==> src/rtl/vga_text_pkg.sv <==
// Shared constants and types for the character-cell text controller.
// Assumes glyphs are exactly one byte wide (8 pixels per byte time).
package vga_text_pkg;
    localparam int unsigned CELL_PX = 8;
    localparam int unsigned PX_W    = $clog2(CELL_PX);

    typedef logic [CELL_PX-1:0] glyph_row_t;
    typedef logic [7:0]         char_code_t;
    typedef logic [PX_W-1:0]    px_cnt_t;
endpackage

==> src/rtl/vga_scan_timer.sv <==
// Raster position counters: pixel-within-byte, byte-within-line and line.
// Also gives the position of the next clock and of the next byte time.
// Assumes H_TOTAL and V_TOTAL are at least 2.
module vga_scan_timer
    import vga_text_pkg::*;
#(
    parameter int unsigned H_TOTAL = 100,
    parameter int unsigned V_TOTAL = 524,
    parameter int unsigned HW      = $clog2(H_TOTAL),
    parameter int unsigned VW      = $clog2(V_TOTAL)
) (
    input  logic          clk,
    input  logic          rst_n,
    output px_cnt_t       px,
    output logic [HW-1:0] hcnt,
    output logic [VW-1:0] vcnt,
    output logic          px_last,
    output logic [HW-1:0] h_nxt,
    output logic [VW-1:0] v_nxt,
    output logic [HW-1:0] h_up,
    output logic [VW-1:0] v_up
);
    localparam logic [HW-1:0] H_LAST = HW'(H_TOTAL - 1);
    localparam logic [VW-1:0] V_LAST = VW'(V_TOTAL - 1);
    localparam px_cnt_t       PX_END = px_cnt_t'(CELL_PX - 1);

    logic line_end;

    // Work out the next byte position and the next clock's position.
    always_comb begin
        px_last  = (px == PX_END);
        line_end = (hcnt == H_LAST);
        h_up     = line_end ? '0 : hcnt + 1'b1;
        if (line_end) v_up = (vcnt == V_LAST) ? '0 : vcnt + 1'b1;
        else          v_up = vcnt;
        h_nxt    = px_last ? h_up : hcnt;
        v_nxt    = px_last ? v_up : vcnt;
    end

    // Advance the counters one pixel clock at a time.
    always_ff @(posedge clk) begin
        if (!rst_n) begin
            px   <= '0;
            hcnt <= '0;
            vcnt <= '0;
        end else begin
            px   <= px + 1'b1;
            hcnt <= h_nxt;
            vcnt <= v_nxt;
        end
    end


    h_hold_chk: assert property (@(posedge clk) disable iff (!rst_n)
        !px_last |=> $stable(hcnt));

    v_hold_chk: assert property (@(posedge clk) disable iff (!rst_n)
        !(px_last && hcnt == H_LAST) |=> $stable(vcnt));

    v_wrap_chk: assert property (@(posedge clk) disable iff (!rst_n)
        (px_last && hcnt == H_LAST && vcnt == V_LAST) |=> (vcnt == '0 && hcnt == '0));
endmodule

==> src/rtl/vga_sync_gen.sv <==
// Registered sync and display-enable outputs, decoded from the position
// of the next clock so that they line up with the current counters.
// Assumes a nonzero active area and that sync follows a nonzero front porch.
module vga_sync_gen
    import vga_text_pkg::*;
#(
    parameter int unsigned H_ACTIVE = 80,
    parameter int unsigned H_FP     = 2,
    parameter int unsigned H_SYNC   = 12,
    parameter int unsigned V_ACTIVE = 480,
    parameter int unsigned V_FP     = 11,
    parameter int unsigned V_SYNC   = 2,
    parameter int unsigned HW       = 7,
    parameter int unsigned VW       = 10
) (
    input  logic          clk,
    input  logic          rst_n,
    input  px_cnt_t       px,
    input  logic [HW-1:0] hcnt,
    input  logic [VW-1:0] vcnt,
    input  logic [HW-1:0] h_nxt,
    input  logic [VW-1:0] v_nxt,
    output logic          de,
    output logic          hs_n,
    output logic          vs_n
);
    localparam logic [HW-1:0] H_ACT  = HW'(H_ACTIVE);
    localparam logic [VW-1:0] V_ACT  = VW'(V_ACTIVE);
    localparam logic [HW-1:0] HS_LO  = HW'(H_ACTIVE + H_FP);
    localparam logic [HW-1:0] HS_HI  = HW'(H_ACTIVE + H_FP + H_SYNC - 1);
    localparam logic [VW-1:0] VS_LO  = VW'(V_ACTIVE + V_FP);
    localparam logic [VW-1:0] VS_HI  = VW'(V_ACTIVE + V_FP + V_SYNC - 1);

    // Register the region decode of the next position.
    always_ff @(posedge clk) begin
        if (!rst_n) begin
            de   <= 1'b1;
            hs_n <= 1'b1;
            vs_n <= 1'b1;
        end else begin
            de   <= (h_nxt < H_ACT) && (v_nxt < V_ACT);
            hs_n <= !((h_nxt >= HS_LO) && (h_nxt <= HS_HI));
            vs_n <= !((v_nxt >= VS_LO) && (v_nxt <= VS_HI));
        end
    end


    hs_start_chk: assert property (@(posedge clk) disable iff (!rst_n)
        $fell(hs_n) |-> (hcnt == HS_LO && px == '0));

    vs_start_chk: assert property (@(posedge clk) disable iff (!rst_n)
        $fell(vs_n) |-> (vcnt == VS_LO && hcnt == '0 && px == '0));

    de_excl_chk: assert property (@(posedge clk) disable iff (!rst_n)
        de |-> (hs_n && vs_n));
endmodule

==> src/rtl/vga_cell_fetch.sv <==
// Cell address and glyph scanline for the next byte time.
// Assumes GLYPH_H is a power of two and V_ACTIVE a multiple of it.
module vga_cell_fetch #(
    parameter int unsigned H_ACTIVE = 80,
    parameter int unsigned V_ACTIVE = 480,
    parameter int unsigned GLYPH_H  = 16,
    parameter int unsigned HW       = 7,
    parameter int unsigned VW       = 10,
    parameter int unsigned AW       = 12,
    parameter int unsigned LW       = $clog2(GLYPH_H)
) (
    input  logic          clk,
    input  logic          rst_n,
    input  logic [HW-1:0] h_up,
    input  logic [VW-1:0] v_up,
    output logic [AW-1:0] char_addr,
    output logic [LW-1:0] glyph_line,
    output logic          up_active
);
    localparam int unsigned   CELLS = H_ACTIVE * (V_ACTIVE / GLYPH_H);
    localparam logic [HW-1:0] H_ACT = HW'(H_ACTIVE);
    localparam logic [VW-1:0] V_ACT = VW'(V_ACTIVE);

    logic [VW-LW-1:0] row;

    // Row and column of the next byte map to a linear cell address.
    always_comb begin
        row        = v_up[VW-1:LW];
        glyph_line = v_up[LW-1:0];
        up_active  = (h_up < H_ACT) && (v_up < V_ACT);
        char_addr  = up_active ? (AW'(row) * AW'(H_ACTIVE) + AW'(h_up)) : '0;
    end


    addr_range_chk: assert property (@(posedge clk) disable iff (!rst_n)
        int'(char_addr) < CELLS);
endmodule

==> src/rtl/vga_glyph_shift.sv <==
// Byte-wide glyph shift register: loads on request, otherwise shifts left;
// the MSB is the current pixel, gated by display enable.
module vga_glyph_shift
    import vga_text_pkg::*;
(
    input  logic       clk,
    input  logic       rst_n,
    input  logic       load,
    input  glyph_row_t row_in,
    input  logic       de,
    output logic       pixel
);
    glyph_row_t sr;

    // Load a new glyph row at a byte boundary, else shift one pixel out.
    always_ff @(posedge clk) begin
        if (!rst_n)    sr <= '0;
        else if (load) sr <= row_in;
        else           sr <= {sr[CELL_PX-2:0], 1'b0};
    end

    // Present the MSB only inside the active area.
    assign pixel = de & sr[CELL_PX-1];
endmodule

==> src/rtl/vga_text_top.sv <==
// Character-cell VGA text controller: raster timing, one-byte-ahead cell
// fetch, glyph lookup hand-off and pixel serialisation.
// Assumes the character memory and glyph lookup each register one cycle.
module vga_text_top
    import vga_text_pkg::*;
#(
    parameter int unsigned H_ACTIVE = 80,
    parameter int unsigned H_FP     = 2,
    parameter int unsigned H_SYNC   = 12,
    parameter int unsigned H_BP     = 6,
    parameter int unsigned V_ACTIVE = 480,
    parameter int unsigned V_FP     = 11,
    parameter int unsigned V_SYNC   = 2,
    parameter int unsigned V_BP     = 31,
    parameter int unsigned GLYPH_H  = 16,
    localparam int unsigned H_TOTAL = H_ACTIVE + H_FP + H_SYNC + H_BP,
    localparam int unsigned V_TOTAL = V_ACTIVE + V_FP + V_SYNC + V_BP,
    localparam int unsigned HW      = $clog2(H_TOTAL),
    localparam int unsigned VW      = $clog2(V_TOTAL),
    localparam int unsigned CELLS   = H_ACTIVE * (V_ACTIVE / GLYPH_H),
    localparam int unsigned AW      = $clog2(CELLS),
    localparam int unsigned LW      = $clog2(GLYPH_H)
) (
    input  logic          clk,
    input  logic          rst_n,
    output logic [AW-1:0] char_addr,
    input  logic [7:0]    char_code,
    output logic [7:0]    glyph_code,
    output logic [LW-1:0] glyph_line,
    input  logic [7:0]    glyph_row,
    output logic          hsync_n,
    output logic          vsync_n,
    output logic          de,
    output logic          pixel
);
    px_cnt_t       px;
    logic [HW-1:0] hcnt, h_nxt, h_up;
    logic [VW-1:0] vcnt, v_nxt, v_up;
    logic          px_last, up_active, load;

    vga_scan_timer #(
        .H_TOTAL(H_TOTAL), .V_TOTAL(V_TOTAL), .HW(HW), .VW(VW)
    ) u_timer (
        .clk(clk), .rst_n(rst_n), .px(px), .hcnt(hcnt), .vcnt(vcnt),
        .px_last(px_last), .h_nxt(h_nxt), .v_nxt(v_nxt),
        .h_up(h_up), .v_up(v_up)
    );

    vga_sync_gen #(
        .H_ACTIVE(H_ACTIVE), .H_FP(H_FP), .H_SYNC(H_SYNC),
        .V_ACTIVE(V_ACTIVE), .V_FP(V_FP), .V_SYNC(V_SYNC),
        .HW(HW), .VW(VW)
    ) u_sync (
        .clk(clk), .rst_n(rst_n), .px(px), .hcnt(hcnt), .vcnt(vcnt),
        .h_nxt(h_nxt), .v_nxt(v_nxt),
        .de(de), .hs_n(hsync_n), .vs_n(vsync_n)
    );

    vga_cell_fetch #(
        .H_ACTIVE(H_ACTIVE), .V_ACTIVE(V_ACTIVE), .GLYPH_H(GLYPH_H),
        .HW(HW), .VW(VW), .AW(AW), .LW(LW)
    ) u_fetch (
        .clk(clk), .rst_n(rst_n), .h_up(h_up), .v_up(v_up),
        .char_addr(char_addr), .glyph_line(glyph_line), .up_active(up_active)
    );

    // Hand the memory's code straight to the glyph lookup.
    assign glyph_code = char_code;

    // Load on the last clock of a byte when the next byte is visible.
    assign load = px_last & up_active;

    vga_glyph_shift u_shift (
        .clk(clk), .rst_n(rst_n), .load(load), .row_in(glyph_row),
        .de(de), .pixel(pixel)
    );


    blank_sync_chk: assert property (@(posedge clk) disable iff (!rst_n)
        (!hsync_n || !vsync_n) |-> !pixel);
endmodule

==> config.mk <==
export PLATFORM = sky130hd
export DESIGN_NAME = vga_text_top
export DESIGN_NICKNAME = d
export VERILOG_FILES = /design/src/rtl/vga_text_pkg.sv /design/src/rtl/vga_scan_timer.sv /design/src/rtl/vga_sync_gen.sv /design/src/rtl/vga_cell_fetch.sv /design/src/rtl/vga_glyph_shift.sv /design/src/rtl/vga_text_top.sv
export SDC_FILE = /design/constraint.sdc
export NUM_CORES = 1
export LEC_CHECK = 0
export BUFFER_PORTS_ARGS = -buffer_cell sky130_fd_sc_hd__buf_4
export CORE_ASPECT_RATIO = 0.75
export CORE_MARGIN = 10
export CORE_UTILIZATION = 56
export DETAILED_ROUTE_END_ITERATION = 7
export PLACE_DENSITY = 0.84
export SYNTH_ARGS = -nofsm -noshare
export SYNTH_HDL_FRONTEND = slang
export SYNTH_SLANG_ARGS = --single-unit
==> constraint.sdc <==
create_clock -name clk -period 4.8 [get_ports clk]
set_input_delay 0.48 -clock clk [delete_from_list [all_inputs] [get_ports clk]]
set_output_delay 0.48 -clock clk [all_outputs]
set_load 0.005 [all_outputs]
==> run_results.csv <==
group,metric,value,unit
setup_path,crit_type,"reg -> out",
routing,antenna_left,0,
clock_network,clkTransAtPathRegs,0.07,ns
setup_path,crit_required,4.32,ns
floorplanning,start_util,58.65,%
layout,area_growth,11.51,%
routing,vias_per_cell,5.842,
setup_path,crit_path_start,"u_timer.hcnt[0]",
routing,drt_iter0_drc,245,
worst_hold_path,holdCritStartpoint,"glyph_row[0]",
synth,synth_top_family_by_area,"simple AND/OR/NAND/NOR gates",
sta,slew_headroom,58.82,%
setup_path,worst_path_most_repeated_cell,"ha_1",
sta,rsz0062_at_grt,"no",
clock_network,clock-root-buffer,"clkbuf_8",
clock_network,numCtsBuffers,5,
layout,drive_gt1_share,15.09,%
global_route,overflow,0,
sta,setup_tns,0,ns
setup_path,path_cells,"ha_1 > nand4bb_2 > nor4_4 > xnor2_1 > inv_1 > ha_1 > ha_1 > inv_1 > fa_1 > nor3b_1 > nand3_1 > xnor2_1 > nor2_1 > buf_4",
routing,drtPass1Iterations,4,
floorplanning,die_area,0.007313,mm2
clock_network,clkSinkCount,31,
setup_path,worstPathArrival,3.98,ns
synth,syn_area,0.002392,mm2
clock_network,clockBufferDepth,2,
global_route,grt_busiest_layer,"met2",
layout,finalNetCount,352,
synth,ys_ff_latch,31,
synth,ys_types,53,
sta,max_freq,224.3,MHz
floorplanning,die_w,95.47,um
layout,layout_commonest_cell,"nor2_1",
global_route,grtUsageMet3,5.118,%
clock_network,clk_latency,0.29,ns
synth,synth-edff-count,0,
run,drv_cap,0,
setup_path,max_stage_delay,0.46,ns
synth,synth-simple-area-share,29.92,%
setup_path,crit_path_end_kind,"primary output",
placement,place_hpwl,4.260,mm
global_route,grt_pass1_vias,2024,
power_and_ir_drop,ir_drop,207.2,uV
sta,skew,0.005047,ns
sta,finalHoldViolations,0,
placement,io_buffers,29,
layout,fillCellCount,352,
placement,globalplace.congestion,0.9217,
sta,finalSetupViolations,0,
run_status,status,"finished clean",
layout,final_util,65.40,%
global_route,grt_pass1_wl,9.473,mm
setup_path,r2r_start,"u_timer.px[0]",
routing,wl_per_cell,15.22,um
sta,finalCriticalPeriod,4.459,ns
sta,post-route-period-util,92.89,%
synth,synth_compound_area_share,14.17,%
layout,regArea,620.6,um2
synth,syn_avg_cell_area,7.742,um2
routing,routed-via-count,2179,
synth,seq_area_frac_synth,25.94,%
global_route,grt_max_degree,24,
floorplanning,core_area,0.004079,mm2
synth,synthesis.nets,344,
sta,drv_slew,0,
power_and_ir_drop,power.total,0.5449,mW
clock_network,h-tree-depth,2,
synth,synthMuxAreaShare,3.818,%
synth,syn_inst,309,
setup_path,cp-start-kind,"flop",
global_route,met1_usage,20.81,%
global_route,antenna_found_initial,0,
floorplanning,pin_count,46,
synth,synth_warnings,0,
synth,synthAdderAreaFrac,9.519,%
synth,synthFlopType,"dfxtp_1",
floorplanning,die_h,76.61,um
floorplanning,row_count,20,
layout,n_antenna_cell,0,
layout,layout_common_cells,"nor2_1, buf_4, dfxtp_1",
setup_path,slowest_stage,"fa_1",
routing,drt_wl_total,5.676,mm
routing,drc_errors,0,
layout,fin_cells,373,
synth,async_flop_share,0,%
power_and_ir_drop,p_leak,1.126,nW
sta,worst_pin_slew,0.6130,ns
worst_hold_path,holdCritPathClass,"in -> reg",
global_route,met2_usage,22.86,%
power_and_ir_drop,power_density,204.3,mW/mm2
sta,holdWs,0.4277,ns
synth,synthXorXnorAreaFrac,7.688,%
placement,placed_cells,365,
setup_path,critPathMaxFanout,10,
clock_network,cts_tree,"yes",
global_route,grt_use_total,15.73,%
layout,multi_input_area,0.001572,mm2
[registers in the layout (all words and copies together), names as in the netlist]
signal / cells
u_sync.de: 1
u_timer.px: 3
u_timer.vcnt: 10
u_sync.vs_n: 1
u_timer.hcnt: 7
u_shift.sr: 8
u_sync.hs_n: 1
[metrics by stage]
step | cell area [um2] | setup WS, ns
3_3_place_gp | 2542 | 0.6645
6_report | 2668 | 0.3415
3_5_place_dp | 2542 | 0.4040
4_1_cts | 2660 | 0.07542
5_1_grt | 2668 | 0.02626
2_1_floorplan | 2392 | 1.123
[worst max-delay path, delay by kind of cell (launching register included)]
kind | cells | cell delay (ns)
and+or+nand+nor | 5 | 1.30
xor gates and xnor gates | 2 | 0.32
adders and majority gates | 4 | 1.31
buffers and inverters | 3 | 0.29
DFF | 1 | 0.44
[final timing paths]
kind	to	slack [ns]	cells past startpoint
max reg2reg	u_sync.de	1.87	7
min	u_shift.sr[0]	0.43	2
min reg2reg	u_timer.px[0]	0.43	1
max	char_addr[11]	0.34	14
[final cells by class]
type                            count  area share (%)
Multi-Input combinational cell    234           58.91
Sequential cell                    31           23.26
Timing Repair Buffer               32           9.006
Clock buffer                        6           3.096
Tap cell                           55           2.580
Inverter                           13           1.829
Clock inverter                      2           1.313
[Yosys cell counts (all sizes together), types with 3 or more instances]
cell	number	area, um2
a31oi	4	25.02
dfxtp	31	620.6
nand2	30	112.6
nor3	11	55.05
mux2i	8	80.08
buf	16	108.9
ha	15	187.7
xor2	8	70.07
and2	5	31.28
clkbuf	15	56.30
nand3b	3	22.52
nor2b	8	50.05
nand3	10	50.05
nor3b	3	22.52
or3	3	18.77
inv	13	48.80
a21oi	17	85.08
nor4	5	46.29
nor2	33	123.9
a21o	4	30.03
xnor2	13	113.9
a41oi	3	26.28
o21ai	13	65.06
nand4	6	37.54
and4b	3	30.03
[layer usage]
layer | share of wire (%) | vias up
met5 | 0 | -
met4 | 1.2 | 0
met3 | 10 | 7
met2 | 43 | 103
met1 | 46 | 980
li1 | - | 1089
[timing repair]
action	in CTS	in global routing
setup buffers	0	0
hold buffers	0	0
gates resized for setup	0	2
setup endpoints to repair	0	3
[cell families (layout without fill, tap and decap cells)]
group,Yosys count,in the layout
AND/OR/NAND/NOR,133,133
flip-flops,31,31
adder cells (fa/ha/maj),17,17
multiplexers,9,9
AO/OA/AOI/OAI,54,54
XOR/XNOR,21,21
buffers and inverters,44,53
[power by group]
part / internal (mW) / total (mW) / switching (mW)
sequential: 0.260 / 0.260 / 0.000872
combinational: 0.00770 / 0.0158 / 0.00812
clock: 0.168 / 0.269 / 0.101
total: 0.435 / 0.545 / 0.110
No activity file was read; power rests on OpenSTA's default activity.
